File: config.mk
export PLATFORM = sky130hd
export DESIGN_NAME = ata_byte_bridge
export DESIGN_NICKNAME = d
export VERILOG_FILES = /design/src/rtl/ata_bridge_pkg.sv /design/src/rtl/bridge_decode.sv /design/src/rtl/bridge_hold.sv /design/src/rtl/bridge_drive.sv /design/src/rtl/bridge_return.sv /design/src/rtl/ata_byte_bridge.sv
export SDC_FILE = /design/constraint.sdc
export NUM_CORES = 1
export LEC_CHECK = 0
export ABC_AREA = 1
export BUFFER_PORTS_ARGS = -buffer_cell sky130_fd_sc_hd__buf_2
export CAP_MARGIN = 0
export CORE_AREA = 2 2 72 74
export CTS_CLUSTER_SIZE = 25
export DETAILED_ROUTE_END_ITERATION = 8
export DIE_AREA = 0 0 74 76
export SLEW_MARGIN = 20
export SYNTH_ARGS = -nofsm -noshare
export SYNTH_HDL_FRONTEND = slang
export SYNTH_HIERARCHICAL = 1
export SYNTH_SLANG_ARGS = --single-unit
File: constraint.sdc
create_clock -name clk -period 1.65 [get_ports clk]
set_input_delay 0.33 -clock clk [delete_from_list [all_inputs] [get_ports clk]]
set_output_delay 0.33 -clock clk [all_outputs]
set_load 0.02 [all_outputs]
File: src/rtl/ata_bridge_pkg.sv
package ata_bridge_pkg;

  typedef enum logic [1:0] {
    ACC_IDLE = 2'd0,
    ACC_WORD = 2'd1,
    ACC_HOLD = 2'd2,
    ACC_PASS = 2'd3
  } acc_kind_t;

  function automatic acc_kind_t kind_from(input logic reg_zero, input logic sel);
    if (!reg_zero) return ACC_PASS;
    return sel ? ACC_HOLD : ACC_WORD;
  endfunction

  function automatic logic [15:0] join_word(input logic [7:0] hi, input logic [7:0] lo);
    return {hi, lo};
  endfunction

endpackage

File: src/rtl/bridge_decode.sv
module bridge_decode
  import ata_bridge_pkg::*;
#(
  parameter int ADDR_W = 4,
  localparam int REG_W = ADDR_W - 1
) (
  input  logic              legacy_sel,
  input  logic [ADDR_W-1:0] addr,
  output logic [REG_W-1:0]  reg_sel,
  output acc_kind_t         kind
);
  logic sel_bit;

  always_comb begin
    if (legacy_sel) begin
      sel_bit = addr[ADDR_W-1];
      reg_sel = addr[ADDR_W-2:0];
    end else begin
      sel_bit = addr[0];
      reg_sel = addr[ADDR_W-1:1];
    end
    kind = kind_from(reg_sel == '0, sel_bit);
  end
endmodule

File: src/rtl/bridge_hold.sv
module bridge_hold #(
  parameter int HOST_W = 8
) (
  input  logic              clk,
  input  logic              rst_n,
  input  logic              ld_host,
  input  logic [HOST_W-1:0] host_byte,
  input  logic              ld_drive,
  input  logic [HOST_W-1:0] drive_byte,
  output logic [HOST_W-1:0] q
);
  always_ff @(posedge clk) begin
    if (!rst_n)        q <= '0;
    else if (ld_host)  q <= host_byte;
    else if (ld_drive) q <= drive_byte;
  end
endmodule

File: src/rtl/bridge_drive.sv
module bridge_drive
  import ata_bridge_pkg::*;
#(
  parameter int HOST_W = 8,
  parameter int REG_W  = 3,
  localparam int ATA_W = 2 * HOST_W
) (
  input  logic              clk,
  input  logic              rst_n,
  input  logic              req_rd,
  input  logic              req_wr,
  input  acc_kind_t         kind,
  input  logic [REG_W-1:0]  reg_sel,
  input  logic [HOST_W-1:0] wdata,
  input  logic [HOST_W-1:0] hold_byte,
  output logic              ata_rd,
  output logic              ata_wr,
  output logic [REG_W-1:0]  ata_reg,
  output logic [ATA_W-1:0]  ata_dout,
  output acc_kind_t         rd_kind
);
  logic drive_access;
  assign drive_access = (kind == ACC_WORD) || (kind == ACC_PASS);

  always_ff @(posedge clk) begin
    if (!rst_n) begin
      ata_rd   <= 1'b0;
      ata_wr   <= 1'b0;
      ata_reg  <= '0;
      ata_dout <= '0;
      rd_kind  <= ACC_IDLE;
    end else begin
      ata_rd  <= req_rd && drive_access;
      ata_wr  <= req_wr && drive_access;
      rd_kind <= req_rd ? kind : ACC_IDLE;
      if ((req_rd || req_wr) && drive_access) ata_reg <= reg_sel;
      if (req_wr && drive_access)
        ata_dout <= (kind == ACC_WORD) ? join_word(hold_byte, wdata)
                                       : join_word('0, wdata);
    end
  end

  assert_word_rd_strobe_R2: assert property (@(posedge clk) disable iff (!rst_n)
    (req_rd && kind == ACC_WORD) |=> (ata_rd && ata_reg == '0));

  assert_hold_no_strobe_R3: assert property (@(posedge clk) disable iff (!rst_n)
    ((req_rd || req_wr) && kind == ACC_HOLD) |=> (!ata_rd && !ata_wr));

  assert_wr_upper_is_held_R4: assert property (@(posedge clk) disable iff (!rst_n)
    (req_wr && kind == ACC_WORD) |=> (ata_wr && ata_dout[ATA_W-1:HOST_W] == $past(hold_byte)));

  assert_strobes_exclusive_R11: assert property (@(posedge clk) disable iff (!rst_n)
    !(ata_rd && ata_wr));
endmodule

File: src/rtl/bridge_return.sv
module bridge_return
  import ata_bridge_pkg::*;
#(
  parameter int HOST_W = 8,
  localparam int ATA_W = 2 * HOST_W
) (
  input  logic              clk,
  input  logic              rst_n,
  input  acc_kind_t         rd_kind,
  input  logic [ATA_W-1:0]  ata_din,
  input  logic [HOST_W-1:0] hold_byte,
  output logic              cap_word,
  output logic [HOST_W-1:0] cap_hi,
  output logic [HOST_W-1:0] host_dout,
  output logic              host_rvalid
);
  assign cap_word = (rd_kind == ACC_WORD);
  assign cap_hi   = ata_din[ATA_W-1:HOST_W];

  always_ff @(posedge clk) begin
    if (!rst_n) begin
      host_dout   <= '0;
      host_rvalid <= 1'b0;
    end else begin
      host_rvalid <= (rd_kind != ACC_IDLE);
      if (rd_kind == ACC_HOLD)      host_dout <= hold_byte;
      else if (rd_kind != ACC_IDLE) host_dout <= ata_din[HOST_W-1:0];
    end
  end
endmodule

File: src/rtl/ata_byte_bridge.sv
module ata_byte_bridge
  import ata_bridge_pkg::*;
#(
  parameter int ADDR_W = 4,
  parameter int HOST_W = 8,
  localparam int REG_W = ADDR_W - 1,
  localparam int ATA_W = 2 * HOST_W
) (
  input  logic              clk,
  input  logic              rst_n,
  input  logic              legacy_sel,
  input  logic [ADDR_W-1:0] host_addr,
  input  logic              host_rd,
  input  logic              host_wr,
  input  logic [HOST_W-1:0] host_din,
  output logic [HOST_W-1:0] host_dout,
  output logic              host_rvalid,
  input  logic [ATA_W-1:0]  ata_din,
  output logic [ATA_W-1:0]  ata_dout,
  output logic              ata_dout_en,
  output logic              ata_rd,
  output logic              ata_wr,
  output logic [REG_W-1:0]  ata_reg
);
  logic [REG_W-1:0]  dec_reg;
  acc_kind_t         dec_kind;
  logic              req_rd, req_wr;
  acc_kind_t         rd_kind;
  logic [HOST_W-1:0] hold_q;
  logic              cap_word;
  logic [HOST_W-1:0] cap_hi;
  logic              hold_ld_host;

  assign req_rd       = host_rd;
  assign req_wr       = host_wr && !host_rd;
  assign hold_ld_host = req_wr && (dec_kind == ACC_HOLD);

  bridge_decode #(.ADDR_W(ADDR_W)) u_dec (
    .legacy_sel (legacy_sel),
    .addr       (host_addr),
    .reg_sel    (dec_reg),
    .kind       (dec_kind)
  );

  bridge_drive #(.HOST_W(HOST_W), .REG_W(REG_W)) u_drv (
    .clk       (clk),
    .rst_n     (rst_n),
    .req_rd    (req_rd),
    .req_wr    (req_wr),
    .kind      (dec_kind),
    .reg_sel   (dec_reg),
    .wdata     (host_din),
    .hold_byte (hold_q),
    .ata_rd    (ata_rd),
    .ata_wr    (ata_wr),
    .ata_reg   (ata_reg),
    .ata_dout  (ata_dout),
    .rd_kind   (rd_kind)
  );

  bridge_hold #(.HOST_W(HOST_W)) u_hold (
    .clk        (clk),
    .rst_n      (rst_n),
    .ld_host    (hold_ld_host),
    .host_byte  (host_din),
    .ld_drive   (cap_word),
    .drive_byte (cap_hi),
    .q          (hold_q)
  );

  bridge_return #(.HOST_W(HOST_W)) u_ret (
    .clk         (clk),
    .rst_n       (rst_n),
    .rd_kind     (rd_kind),
    .ata_din     (ata_din),
    .hold_byte   (hold_q),
    .cap_word    (cap_word),
    .cap_hi      (cap_hi),
    .host_dout   (host_dout),
    .host_rvalid (host_rvalid)
  );

  assign ata_dout_en = ata_wr;

  assert_rd_then_valid_R2: assert property (@(posedge clk) disable iff (!rst_n)
    ata_rd |=> host_rvalid);

  assert_pass_keeps_hold_R7: assert property (@(posedge clk) disable iff (!rst_n)
    (rd_kind == ACC_PASS && !hold_ld_host) |=> $stable(hold_q));

  assert_pass_wr_keeps_hold_R8: assert property (@(posedge clk) disable iff (!rst_n)
    (req_wr && dec_kind == ACC_PASS && !cap_word) |=> $stable(hold_q));
endmodule

==> results.toml <==
[sta]
skew_ns = 0.00489
tightest_slew_ns = 0.255
fmax_mhz = 711
finalHoldViolations = 0
period_needed_ns = 1.41
finalSetupViolCount = 0
drv_slew = 0
relSlewSlack_pct = 83.0
fin_crit_sh_pct = 85.2
whs_ns = 0.294
rsz0062_at_grt = "false"

[worst_hold_path]
hp-class = "primary input to flop"
worstHoldStart = "host_rd"
hold_depth = 3
holdPathEnd = "u_drv/rd_kind[1]$_SDFF_PN0_"

[power]
powerDensity_mw_per_mm2 = 884
peakVddDrop_mv = 0.375
cellLeakagePower_uw = 0.00127

[setup_path]
rrSetupSlack_ns = 0.53
worstRegToRegCells = 8
rr_startpoint = "u_drv/rd_kind[0]$_SDFF_PN0_"
critPathRequiredTime_ns = 1.84
crit_slowest_cell = "nor2_2"
critPathBufInv = 5
crit_family = "simple AND/OR/NAND/NOR gates"
crit_fanout = 8
path_depth = 15
rr_endpoint = "u_hold/q[3]$_SDFFE_PN0P_"
cp-end-kind = "flop"
path_cells = "buf_2 > inv_2 > nand2_1 > nand2_2 > nor2_2 > nand3_1 > inv_1 > nand2_1 > nor2_2 > buf_4 > nor2_8 > nand2_1 > nand3_1 > nand2_1 > inv_1"
critPathKind = "primary input to flop"
worstSetupStartpointType = "primary input"
crit_top_cell = "nand2_1"
cp_data_arrival_time_ns = 1.60
slowest_delay_ns = 0.18

[placed_design]
port_buffers = 63
dp.cells = 388
hpwl_um = 3150
gp_congestion = 0.757

[global_route]
grt_overflow = 0
grt.total_usage_pct = 16.8
grt_pass1_vias = 1667
grt_pass1_wl_um = 7470
grt_max_degree = 39
antenna_found_initial = 0

[logic_synthesis]
synth_area_mm2 = 0.00186
synth_top_area_cell = "dfxtp_1"
synth_seq_cells = 40
syn_area_per_cell_um2 = 7.14
yosys_warnings = 6
syn_inst = 261
synth_top_cell_area_share_pct = 43.0
yosysSeqAreaShare_pct = 43.0
synth_cell_types = 17
synth_nets = 294
yosys-top-cells-area = "dfxtp_1, nand2_1, nand3_1, inv_1, buf_4"

[final_layout]
n_antenna_cell = 0
max_flop_register = "u_drv/ata_dout"
largest_register_ff_count = 16
final_cells = 396
drive_above_1_share_pct = 29.4
final_nets = 358
biggestRegsByFlops = "u_drv/ata_dout (16), u_hold/q (8), u_ret/host_dout (8)"
mostFrequentLayoutCell = "nand2_1"
area_delta_synth_final_pct = 23.8
mostFrequentLayoutCells = "nand2_1, buf_2, nand3_1, dfxtp_1, inv_1"

[floorplanning]
num_io_pins = 64
dieHeight_um = 76
core_region_area_mm2 = 0.00491
rows = 26
die_area_mm2 = 0.00562
floorplan.initialDensity_pct = 38.0
die_w_um = 74

[clock_network]
h-tree-depth = 2
cts.sinks = 40
cts.hold.buffers_added = 0
clock_latency_ns = 0.29
cts_root_buffer = "clkbuf_8"
cts_buffer_depth = 2
clk_pin_slew_worst_paths_ns = 0.07
cts_resized = 0
cts_tree = "done"
cts_buffers = 5
post_cts_buffers = 0

[detailed_routing]
drt-initial-drc-count = 94
wirelength_um = 4260
ant_nets = 0
dr.pass1.iters = 4
drc_errors = 0
viasPerCell = 4.40
wire_per_inst_um = 10.8
via_count = 1742

[run]
max_cap_violations = 0

[run_status]
run_status = "finished, final reports clean"
## Yosys cell counts
master and instances:
nand2_1 68, clkinv_4 1, o21ai_0 17, nand3_1 45
o21ai_1 2, nand2_4 1, inv_1 29, nor2_2 2
buf_4 13, a21oi_1 3, inv_2 3, buf_6 5
nand2_2 5, buf_2 1, nor2_1 24, nor2_8 2
dfxtp_1 40
## how the worst max path moves through the flow
stage	from	endpoint
after floorplan	legacy_sel	u_hold/q[0]$_SDFFE_PN0P_
after global placement	legacy_sel	u_hold/q[3]$_SDFFE_PN0P_
after detailed placement	legacy_sel	u_hold/q[3]$_SDFFE_PN0P_
after CTS	legacy_sel	u_hold/q[3]$_SDFFE_PN0P_
after global routing	legacy_sel	u_hold/q[3]$_SDFFE_PN0P_
final	legacy_sel	u_hold/q[3]$_SDFFE_PN0P_
## final cells by class
cell class,instances,area (um^2)
Multi-Input combinational cell,169,776
Clock buffer,8,90.1
Tap cell,70,87.6
Inverter,33,129
Timing Repair Buffer,76,425
Fill cell,510,2600
Sequential cell,40,801
## cells by family (layout without fill, tap and decap cells)
family,count (synthesis),count (layout),share of synthesized area (%)
DFF,40,40,43.0
and+or+nand+nor,147,147,35.7
AOI/OAI and AO/OA,22,22,5.91
buffers and inverters,52,117,15.4
## metal layers
metal,global-route usage (%),routed length (um),part of all wire (%),up-vias
met5,0,0,0,-
li1,-,-,-,935
met1,22.2,2040,48,757
met4,6.00,72,1.7,0
met3,3.97,186,4.4,5
met2,26.4,1960,46,45
## power by group
group	switching, uW	internal (uW)
registers	26.2	1010
clock network	320	341
logic	206	134
## through the flow
step           utilization [%]  power [uW]  worst slack (ns)  setup TNS [ns]  cell area (um^2)
4_1_cts                   47.0        2070             0.264               0              2310
6_report                  47.0        2040             0.243               0              2310
5_1_grt                   47.0        2160             0.102               0              2310
3_3_place_gp              45.2        1400          -0.00560        -0.00843              2220
2_1_floorplan                -        1290             0.176               0              1860
3_5_place_dp              45.2        1400           -0.0421          -0.290              2220
## worst reg2reg max path: cells and delay by family, from the launching register on
kind,cells,cell delay (ns)
flops,1,0.33
buf+inv,3,0.35
simple gates,5,0.39
No activity file was read; power rests on OpenSTA's default activity.
